==> config.mk <==
export PLATFORM = sky130hd
export DESIGN_NAME = chip_erase_seq
export DESIGN_NICKNAME = d
export VERILOG_FILES = /design/src/rtl/chip_erase_pkg.sv /design/src/rtl/ces_cmd.sv /design/src/rtl/ces_ctr.sv /design/src/rtl/ces_fsm.sv /design/src/rtl/chip_erase_seq.sv
export SDC_FILE = /design/constraint.sdc
export NUM_CORES = 1
export LEC_CHECK = 0
export BUFFER_PORTS_ARGS = -buffer_cell sky130_fd_sc_hd__buf_4
export CAP_MARGIN = 40
export CORE_MARGIN = 3
export CORE_UTILIZATION = 53
export CTS_CLUSTER_DIAMETER = 120
export DETAILED_ROUTE_END_ITERATION = 16
export GPL_TIMING_DRIVEN = 0
export HOLD_SLACK_MARGIN = 0.02
export PLACE_DENSITY = 0.91
export SLEW_MARGIN = 20
export SYNTH_ARGS = -nofsm -noshare
export SYNTH_HDL_FRONTEND = slang
export SYNTH_HIERARCHICAL = 1
export SYNTH_SLANG_ARGS = --single-unit
==> constraint.sdc <==
create_clock -name clk -period 1.8 [get_ports clk]
set_input_delay 0.36 -clock clk [delete_from_list [all_inputs] [get_ports clk]]
set_output_delay 0.36 -clock clk [all_outputs]
set_load 0.02 [all_outputs]
==> src/rtl/chip_erase_pkg.sv <==
package chip_erase_pkg;
  typedef enum logic [2:0] {
    PH_IDLE,
    PH_PROG,
    PH_PVFY,
    PH_ERASE,
    PH_EVFY
  } phase_e;

  typedef struct packed {
    logic erase_fail;
    logic prog_fail;
    logic done;
    logic busy;
  } stat_t;
endpackage

==> src/rtl/ces_cmd.sv <==
module ces_cmd #(
  parameter int              CMD_W       = 8,
  parameter logic [CMD_W-1:0] CMD_SETUP   = 8'h20,
  parameter logic [CMD_W-1:0] CMD_CONFIRM = 8'hD0
) (
  input  logic             clk,
  input  logic             rst_n,
  input  logic             cmd_valid_i,
  input  logic [CMD_W-1:0] cmd_code_i,
  input  logic             busy_i,
  output logic             start_o
);
  logic armed_q, armed_d;

  always_comb begin
    armed_d = armed_q;
    if (busy_i)           armed_d = 1'b0;
    else if (cmd_valid_i) armed_d = (cmd_code_i == CMD_SETUP);
  end

  always_ff @(posedge clk or negedge rst_n) begin
    if (!rst_n) armed_q <= 1'b0;
    else        armed_q <= armed_d;
  end

  assign start_o = cmd_valid_i && !busy_i && armed_q && (cmd_code_i == CMD_CONFIRM);
endmodule

==> src/rtl/ces_ctr.sv <==
module ces_ctr #(
  parameter int AW        = 4,
  parameter int MAX_RETRY = 3,
  parameter int ERASE_CYC = 5
) (
  input  logic          clk,
  input  logic          rst_n,
  input  logic          addr_clr_i,
  input  logic          addr_inc_i,
  input  logic          try_clr_i,
  input  logic          try_inc_i,
  input  logic          tmr_run_i,
  output logic [AW-1:0] addr_o,
  output logic          addr_last_o,
  output logic          try_max_o,
  output logic          tmr_done_o
);
  localparam int TRW = $clog2(MAX_RETRY + 2);
  localparam int TMW = $clog2(ERASE_CYC + 1);

  logic [AW-1:0]  addr_q, addr_d;
  logic [TRW-1:0] try_q, try_d;
  logic [TMW-1:0] tmr_q, tmr_d;
  logic           addr_en, try_en;

  assign addr_en = addr_clr_i | addr_inc_i;
  assign try_en  = try_clr_i | try_inc_i;

  always_comb begin
    addr_d = addr_clr_i ? '0 : addr_q + 1'b1;
    try_d  = try_clr_i  ? '0 : try_q + 1'b1;
    tmr_d  = tmr_run_i  ? tmr_q + 1'b1 : '0;
  end

  always_ff @(posedge clk or negedge rst_n) begin
    if (!rst_n) begin
      addr_q <= '0;
      try_q  <= '0;
      tmr_q  <= '0;
    end else begin
      if (addr_en) addr_q <= addr_d;
      if (try_en)  try_q  <= try_d;
      tmr_q <= tmr_d;
    end
  end

  assign addr_o      = addr_q;
  assign addr_last_o = &addr_q;
  assign try_max_o   = (try_q == TRW'(MAX_RETRY));
  assign tmr_done_o  = (tmr_q == TMW'(ERASE_CYC - 1));

  assert_try_bound_R7: assert property (@(posedge clk) disable iff (!rst_n)
    try_q <= TRW'(MAX_RETRY));
endmodule

==> src/rtl/ces_fsm.sv <==
module ces_fsm
  import chip_erase_pkg::*;
#(
  parameter int AW = 4,
  parameter int DW = 8
) (
  input  logic          clk,
  input  logic          rst_n,
  input  logic          start_i,
  input  logic [DW-1:0] mem_rdata_i,
  input  logic [AW-1:0] addr_i,
  input  logic          addr_last_i,
  input  logic          try_max_i,
  input  logic          tmr_done_i,
  output logic          mem_we_o,
  output logic          mem_erase_o,
  output logic          addr_clr_o,
  output logic          addr_inc_o,
  output logic          try_clr_o,
  output logic          try_inc_o,
  output logic          tmr_run_o,
  output stat_t         stat_o
);
  phase_e state_q, state_d;
  logic   done_q, done_d, pf_q, pf_d, ef_q, ef_d, flag_en;
  logic   rd_zero, rd_ones;

  assign rd_zero = (mem_rdata_i == '0);
  assign rd_ones = &mem_rdata_i;

  always_comb begin
    state_d    = state_q;
    done_d     = done_q;
    pf_d       = pf_q;
    ef_d       = ef_q;
    addr_clr_o = 1'b0;
    addr_inc_o = 1'b0;
    try_clr_o  = 1'b0;
    try_inc_o  = 1'b0;
    unique case (state_q)
      PH_IDLE: if (start_i) begin
        state_d    = PH_PROG;
        addr_clr_o = 1'b1;
        try_clr_o  = 1'b1;
        done_d     = 1'b0;
        pf_d       = 1'b0;
        ef_d       = 1'b0;
      end
      PH_PROG: state_d = PH_PVFY;
      PH_PVFY: begin
        if (rd_zero) begin
          try_clr_o = 1'b1;
          if (addr_last_i) begin
            state_d    = PH_ERASE;
            addr_clr_o = 1'b1;
          end else begin
            state_d    = PH_PROG;
            addr_inc_o = 1'b1;
          end
        end else if (try_max_i) begin
          state_d = PH_IDLE;
          pf_d    = 1'b1;
        end else begin
          state_d   = PH_PROG;
          try_inc_o = 1'b1;
        end
      end
      PH_ERASE: if (tmr_done_i) state_d = PH_EVFY;
      PH_EVFY: begin
        if (rd_ones) begin
          if (addr_last_i) begin
            state_d = PH_IDLE;
            done_d  = 1'b1;
          end else begin
            addr_inc_o = 1'b1;
            try_clr_o  = 1'b1;
          end
        end else if (try_max_i) begin
          state_d = PH_IDLE;
          ef_d    = 1'b1;
        end else begin
          state_d   = PH_ERASE;
          try_inc_o = 1'b1;
        end
      end
      default: state_d = PH_IDLE;
    endcase
  end

  assign flag_en = (state_q == PH_IDLE) ? start_i : (state_d == PH_IDLE);

  always_ff @(posedge clk or negedge rst_n) begin
    if (!rst_n) begin
      state_q <= PH_IDLE;
      done_q  <= 1'b0;
      pf_q    <= 1'b0;
      ef_q    <= 1'b0;
    end else begin
      state_q <= state_d;
      if (flag_en) begin
        done_q <= done_d;
        pf_q   <= pf_d;
        ef_q   <= ef_d;
      end
    end
  end

  assign mem_we_o    = (state_q == PH_PROG);
  assign mem_erase_o = (state_q == PH_ERASE);
  assign tmr_run_o   = (state_q == PH_ERASE);
  assign stat_o      = '{erase_fail: ef_q, prog_fail: pf_q, done: done_q,
                         busy: (state_q != PH_IDLE)};

  assert_start_busy_R2: assert property (@(posedge clk) disable iff (!rst_n)
    start_i |=> stat_o.busy);
  assert_pulse_len_R5: assert property (@(posedge clk) disable iff (!rst_n)
    $fell(mem_erase_o) |-> $past(tmr_done_i));
  assert_pulse_origin_R5: assert property (@(posedge clk) disable iff (!rst_n)
    $rose(mem_erase_o) |-> ($past(state_q) == PH_PVFY || $past(state_q) == PH_EVFY));
  assert_resume_addr_R7: assert property (@(posedge clk) disable iff (!rst_n)
    (state_q == PH_EVFY && $past(state_q) == PH_ERASE) |-> addr_i == $past(addr_i));
  assert_fail_excl_R4: assert property (@(posedge clk) disable iff (!rst_n)
    !(stat_o.prog_fail && stat_o.erase_fail));
  assert_done_idle_R8: assert property (@(posedge clk) disable iff (!rst_n)
    $rose(stat_o.done) |-> !stat_o.busy);
endmodule

==> src/rtl/chip_erase_seq.sv <==
module chip_erase_seq
  import chip_erase_pkg::*;
#(
  parameter int              AW          = 4,
  parameter int              DW          = 8,
  parameter int              MAX_RETRY   = 3,
  parameter int              ERASE_CYC   = 5,
  parameter int              CMD_W       = 8,
  parameter logic [CMD_W-1:0] CMD_SETUP   = 8'h20,
  parameter logic [CMD_W-1:0] CMD_CONFIRM = 8'hD0
) (
  input  logic             clk,
  input  logic             rst_n,
  input  logic             cmd_valid,
  input  logic [CMD_W-1:0] cmd_code,
  output logic [AW-1:0]    mem_addr,
  output logic             mem_we,
  output logic [DW-1:0]    mem_wdata,
  output logic             mem_erase,
  input  logic [DW-1:0]    mem_rdata,
  output logic [3:0]       status
);
  logic [1:0] rst_sync_q;
  logic       rst_core_n;
  logic       start, addr_clr, addr_inc, try_clr, try_inc, tmr_run;
  logic       addr_last, try_max, tmr_done;
  stat_t      stat;

  always_ff @(posedge clk or negedge rst_n) begin
    if (!rst_n) rst_sync_q <= 2'b00;
    else        rst_sync_q <= {rst_sync_q[0], 1'b1};
  end
  assign rst_core_n = rst_sync_q[1];

  ces_cmd #(.CMD_W(CMD_W), .CMD_SETUP(CMD_SETUP), .CMD_CONFIRM(CMD_CONFIRM)) u_cmd (
    .clk(clk), .rst_n(rst_core_n), .cmd_valid_i(cmd_valid), .cmd_code_i(cmd_code),
    .busy_i(stat.busy), .start_o(start)
  );

  ces_ctr #(.AW(AW), .MAX_RETRY(MAX_RETRY), .ERASE_CYC(ERASE_CYC)) u_ctr (
    .clk(clk), .rst_n(rst_core_n), .addr_clr_i(addr_clr), .addr_inc_i(addr_inc),
    .try_clr_i(try_clr), .try_inc_i(try_inc), .tmr_run_i(tmr_run),
    .addr_o(mem_addr), .addr_last_o(addr_last), .try_max_o(try_max), .tmr_done_o(tmr_done)
  );

  ces_fsm #(.AW(AW), .DW(DW)) u_fsm (
    .clk(clk), .rst_n(rst_core_n), .start_i(start), .mem_rdata_i(mem_rdata),
    .addr_i(mem_addr), .addr_last_i(addr_last), .try_max_i(try_max), .tmr_done_i(tmr_done),
    .mem_we_o(mem_we), .mem_erase_o(mem_erase), .addr_clr_o(addr_clr), .addr_inc_o(addr_inc),
    .try_clr_o(try_clr), .try_inc_o(try_inc), .tmr_run_o(tmr_run), .stat_o(stat)
  );

  assign mem_wdata = '0;
  assign status    = stat;
endmodule

# After elaboration in Yosys (flattened, before gate mapping)
# Cells that the tools add are included.
# classes
n_addsub	3
mul	0
div_mod_pow	0
magnitude_cmp	0
n_eq_ne	15
shifts	0
mux	38
bitwise_logic	2
reduce_logical	16
# ops
cell	n
$mux 3	7
$mux 1	20
$pmux 3 s5	1
$reduce_and 5->1	3
$pmux 1 s2	6
$ne 2x2->1 const B	5
$eq 3x2->1 const B	3
$eq 8x6->1 const B	1
$eq 8x8->1 const B	1
$logic_not 8->1	1
$reduce_and 8->1	1
$add 3x1->3 const B	2
$eq 3x3->1 const B	2
$logic_not 3->1	2
$reduce_bool 2->1	3
$add 4x1->4 const B	1
$mux 2	2
$mux 4	1
$ne 2x1->1 const B	2
$reduce_and 4->1	1
$eq 3x1->1 const B	1
$logic_and 1x1->1	3
$pmux 1 s3	1
$reduce_bool 3->1	1
other kinds (2)	3
# word_totals
register_bits	19
latch_bits	0
ram_bits	0
romBits	0
in_bits	19
out_inout_bits	18
word_cells	83
mem_count	0

# Longest topological paths before layout
# depth
depth_word	10
depth_mapped	8
ltp_nobuf	8

# By module
# Netlist, hierarchy kept.
# modules_own_cells
mod	instances	cells_per_inst	area_per_inst_um2	seq_area_each_um2
ces_ctr	1	41	481.7	250.2
ces_fsm	1	49	440.4	150.1
chip_erase_seq	1	12	117.6	50.0
ces_cmd	1	9	72.6	25.0

# Worst setup path after synthesis
# No wires, ideal clock.
# synth_timing
path_type	register -> register
from	register u_fsm.state_q[1]
to	register u_ctr.addr_q[3], in the netlist u_ctr/addr_o[3]
setup_ns	0.125
t_arrival_ns	1.878
t_required_ns	1.675
path_slack_ns	-0.203
stages_incl_launch_ff	9
path_buffers	0
period_less_slack_ns	2.003
cell_sequence	dfrtp_1 > nor3_1 > inv_1 > nand3b_1 > nor3_1 > nand2_1 > nand2_1 > nor2_1 > mux2_4
# synth_between
elab_chain_len	8
word_cells_on_any_way	13
cone_classes	eq/ne: 2; mux: 4; bitwise: 1; reduce/logical: 6
# synth_rtl
element	line	rtl
start, declared	ces_fsm.sv:24	phase_e state_q, state_d;
start signal, assigned	ces_fsm.sv:99	state_q <= state_d;
$reduce_bool 3->1 *	ces_fsm.sv:112	busy: (state_q != PH_IDLE)};
via status[0]	chip_erase_seq.sv:21	output logic [3:0] status
$logic_not 1->1 *	ces_cmd.sv:26	assign start_o = cmd_valid_i && !busy_i && armed_q && (cmd_code_i == CMD_CONFIRM);
$logic_and 1x1->1 * (3 in series)	ces_cmd.sv:26	
via start	chip_erase_seq.sv:25	logic start, addr_clr, addr_inc, try_clr, try_inc, tmr_run;
$mux 1 *	ces_fsm.sv:41	PH_IDLE: if (start_i) begin
$pmux 1 s2 *	ces_fsm.sv:40	unique case (state_q)
via addr_clr	chip_erase_seq.sv:25	
$mux 4 or $or 1x1->1 (tied branches)	ces_ctr.sv:30, ces_ctr.sv:26	
end signal, assigned	ces_ctr.sv:41	if (addr_en) addr_q <= addr_d;
end, declared	ces_ctr.sv:21	logic [AW-1:0] addr_q, addr_d;
# The timed path passes the listed nets; every way through them passes the cells marked *.
# A chain may end at the register's enable or synchronous reset.

# Worst setup path in the final report
# layout_timing
from	register u_fsm.state_q[2]
to	register u_ctr.addr_q[3], in the netlist u_ctr/addr_o[3]
# layout_between
word_cells_on_any_way	13
cone_classes	eq/ne: 2; mux: 4; bitwise: 1; reduce/logical: 6
# layout_rtl
element	line	rtl
$eq 3x3->1 or $eq 3x2->1 (tied branches)	ces_fsm.sv:40	
$pmux 1 s2 *	ces_fsm.sv:40	
via addr_inc	chip_erase_seq.sv:25	
$or 1x1->1 *	ces_ctr.sv:26	assign addr_en = addr_clr_i | addr_inc_i;
# Marked as above.

==> out/qor.txt <==
Status -> finished, violations left
Violations in the final reports -> setup timing
Library cells used by synthesis -> 37
Worst reg2reg path depth -> 6
Critical Path Start Type -> register
Slowest CP cell -> dfrtp_2
Tot Pwr -> 0.735 mW
Drt total wl -> 3.02 mm
Main combinational cell family by area after synthesis -> simple AND/OR/NAND/NOR gates
Max IR drop VDD -> 504 uV
First-pass GRT wire length -> 4.36 mm
RD Place Congestion -> 0.783
Largest net degree at the start of global routing -> 18
Worst path bufs/invs -> 1
Root buf cell -> clkbuf_4
Clk_lat worst skew -> 0.30 ns
Flop2flop setup slack -> -0.08 ns
Mux cell area share after synthesis -> 3.15%
Clk_skew -> 0.00375 ns
CTS buffer count -> 3
Pleak -> 0.812 nW
Starting DRC count in detailed routing -> 28
Syn Area/Cell -> 10.0 sq um
Detailed Place HPWL -> 1.82 mm
Slew Viols, Final -> 0
First-pass DRT Iterations -> 4
Area Overhead vs Synth -> 46.3%
Critical path class -> register to register
Layout Nets -> 193
Average vias per placed instance -> 5.34
RR Startpoint -> u_fsm/state_q[2]
WP data arrival -> 2.08 ns
Layout cell share with drive strength beyond 1 -> 48.8%
Final hold vios -> 0
Critical path depth in cells -> 6
Worst reg2reg endpoint -> u_ctr/addr_o[3]
Crit. End Element -> register
Crit path capture -> u_ctr/addr_o[3]
Port bufs -> 28
Mapped cell area -> 0.00111 sq mm
Pre-CTS setup slack -> -0.140 ns
Post-synthesis xor/xnor area fraction -> 2.36%
Vias in the first global route -> 1002
Die Wd -> 51.8 um
Max-cap check violation count -> 0
Total die area -> 0.00268 sq mm
Worst-path clk slew -> 0.11 ns
Sequential area share after synthesis -> 42.7%
Synth Area in Simple Gates -> 27.0%
Slew margin rel. -> 54.6%
Ys Warns -> 6
Tightest Pin Transition -> 0.682 ns
FMAX -> 0.531 GHz
Crit path max fanout -> 5
Synth Register Bits -> 19
GRT Residual Overflow -> 0
Hold_ws -> 0.283 ns
CTS HTree Levels -> 1
Critical path cell sequence -> buf_12 > nor3b_4 > nand3_2 > a21oi_4 > nand4_1 > mux2_4
Clk sinks -> 19
Tcrit/Tclk final -> 105%
Gr usage total -> 22.2%
Via count of the routed design -> 1030
Setup Viol. Count Final -> 5
Pwr/cell area -> 452 mW/mm^2
ANT cells -> 0
CP required -> 1.99 ns
Min-delay worst type -> register to async pin
Share of synthesized cell area in full adder, half adder and majority cells -> 5.62%
Cells after Synth -> 111
Crit path launch -> u_fsm/state_q[2]
Wire per inst -> 15.6 um
Die Y-Extent -> 51.8 um
Antenna Nets Post-Route -> 0
DRC viols -> 0
CTS tree -> yes
Row count -> 15
Core area -> 0.00186 sq mm
Worst setup margin -> -0.0837 ns
Initial core utilization -> 59.9%
Max Buffers Root-to-Sink -> 2
Tmin final -> 1.88 ns
Crit-path max cell delay -> 0.48 ns
Crit path max-delay family -> simple AND/OR/NAND/NOR gates
Compound-gate portion of the synthesized area -> 8.32%
Fillers -> 89
RSZ-0062 raised after global routing -> true
Initial antenna violation count -> 0
I/O pin count -> 37
==> synthesized netlist by cell type, drive strengths merged <==
library cell,instances,share of area [%]
mux2,1,1.3
and3,1,0.56
nor4b,1,0.79
nor3b,2,1.8
ha,5,5.6
a31oi,2,1.1
o211ai,1,0.68
a22oi,1,1.1
o21ai,4,1.8
a21bo,1,0.90
buf,12,8.1
nand3,2,1.3
nor2,10,3.4
nand2b,1,0.56
a211oi,2,1.3
nor2b,2,1.1
dfrtp,19,43
or2,1,0.79
nand2,6,2.0
mux2i,2,1.8
xnor2,2,1.6
a21oi,3,1.3
nand3b,5,3.4
nor3,2,0.90
inv,6,2.0
and2,3,1.7
conb,2,0.68
or4b,1,0.90
nand4,6,3.4
nor4,3,3.6
and3b,1,0.79
xor2,1,0.79
==> metrics by stage <==
step           setup TNS [ns]  instances  utilization [%]  area (sq um)
2_1_floorplan               0        118                -          1160
3_3_place_gp          -0.0922        171             75.6          1400
3_5_place_dp           -0.144        171             75.6          1400
4_1_cts               -0.0181        188             84.9          1580
5_1_grt                -0.544        193             87.6          1630
6_report               -0.237        193             87.6          1630
==> what timing repair did <==
| action | CTS | global route |
|---|---|---|
| pin swaps | 6 | 11 |
| endpoints found under the setup margin | 2 | 12 |
| hold endpoints to repair | 2 | 0 |
| buffers inserted | 12 | 5 |
| resized for setup | 9 | 4 |
| hold buffers | 1 | 0 |
==> cell usage in the layout (no fill, tap or decap), drive strengths merged, types with 2 or more instances in the layout <==
master | Yosys | final
ha | 5 | 5
buf | 12 | 57
a211oi | 2 | 2
a21oi | 3 | 3
nand3 | 2 | 2
and2 | 3 | 3
nand2 | 6 | 6
nor3b | 2 | 2
nor4 | 3 | 3
a31oi | 2 | 2
nand3b | 5 | 5
conb | 2 | 9
o21ai | 4 | 4
nor3 | 2 | 2
mux2i | 2 | 2
inv | 6 | 6
nor2b | 2 | 2
xnor2 | 2 | 2
nand4 | 6 | 6
nor2 | 10 | 10
clkbuf | 0 | 4
dfrtp | 19 | 19
==> layer usage <==
metal / global-route usage, % / vias to the layer above / share of wire, %
met5: 0 / - / 0
met4: 9.17 / 0 / 2.1
met3: 2.87 / 8 / 6.3
met2: 41.7 / 46 / 55
met1: 24.8 / 493 / 37
li1: - / 483 / -
==> worst reg2reg max path: stages (launching register included) <==
cell	delay (ns)
dfrtp_2	0.48
buf_12	0.15
nor3b_4	0.30
nand3_2	0.16
a21oi_4	0.24
nand4_1	0.14
mux2_4	0.32
==> state kept, by name, summed over array words and instances, names as in the netlist <==
signal,flops
rst_sync_q,2
u_cmd/armed_q,1
u_ctr/addr_o,4
u_ctr/tmr_q,3
u_ctr/try_q,3
u_fsm/done_q,1
u_fsm/ef_q,1
u_fsm/pf_q,1
u_fsm/state_q,3
==> kinds of logic after synthesis <==
group,after synthesis
AND/OR/NAND/NOR,47
flip-flops,19
buffers and inverters,18
AO/OA/AOI/OAI,14
adder cells (fa/ha/maj),5
XOR/XNOR,3
multiplexers,3
other,2
==> worst min-delay path by stage <==
| stage | from | end |
|---|---|---|
| final | rst_sync_q[1] | u_ctr/tmr_q[0] |
| after global routing | rst_sync_q[1] | u_ctr/tmr_q[0] |
| after CTS | cmd_valid | u_cmd/armed_q |
| after detailed placement | rst_n | rst_sync_q[1] |
| after global placement | rst_n | rst_sync_q[0] |
| after floorplan | rst_n | rst_sync_q[0] |
==> final cells by class <==
cell class | count | area, sq um | area share (%)
multi-input combinational | 81 | 611 | 37.5
sequential | 19 | 479 | 29.4
timing repair buffer | 46 | 368 | 22.6
buffer | 12 | 90.1 | 5.53
tap | 25 | 31.3 | 1.92
clock buffer | 4 | 26.3 | 1.61
inverter | 6 | 22.5 | 1.38
==> where the power goes <==
part           internal (mW)  leakage (nW)  switching [mW]  total (mW)
clock                 0.0862        0.0150           0.135       0.221
combinational         0.0419         0.542          0.0347      0.0767
sequential             0.429         0.256         0.00783       0.437
Power figures use the tool's default switching activity.
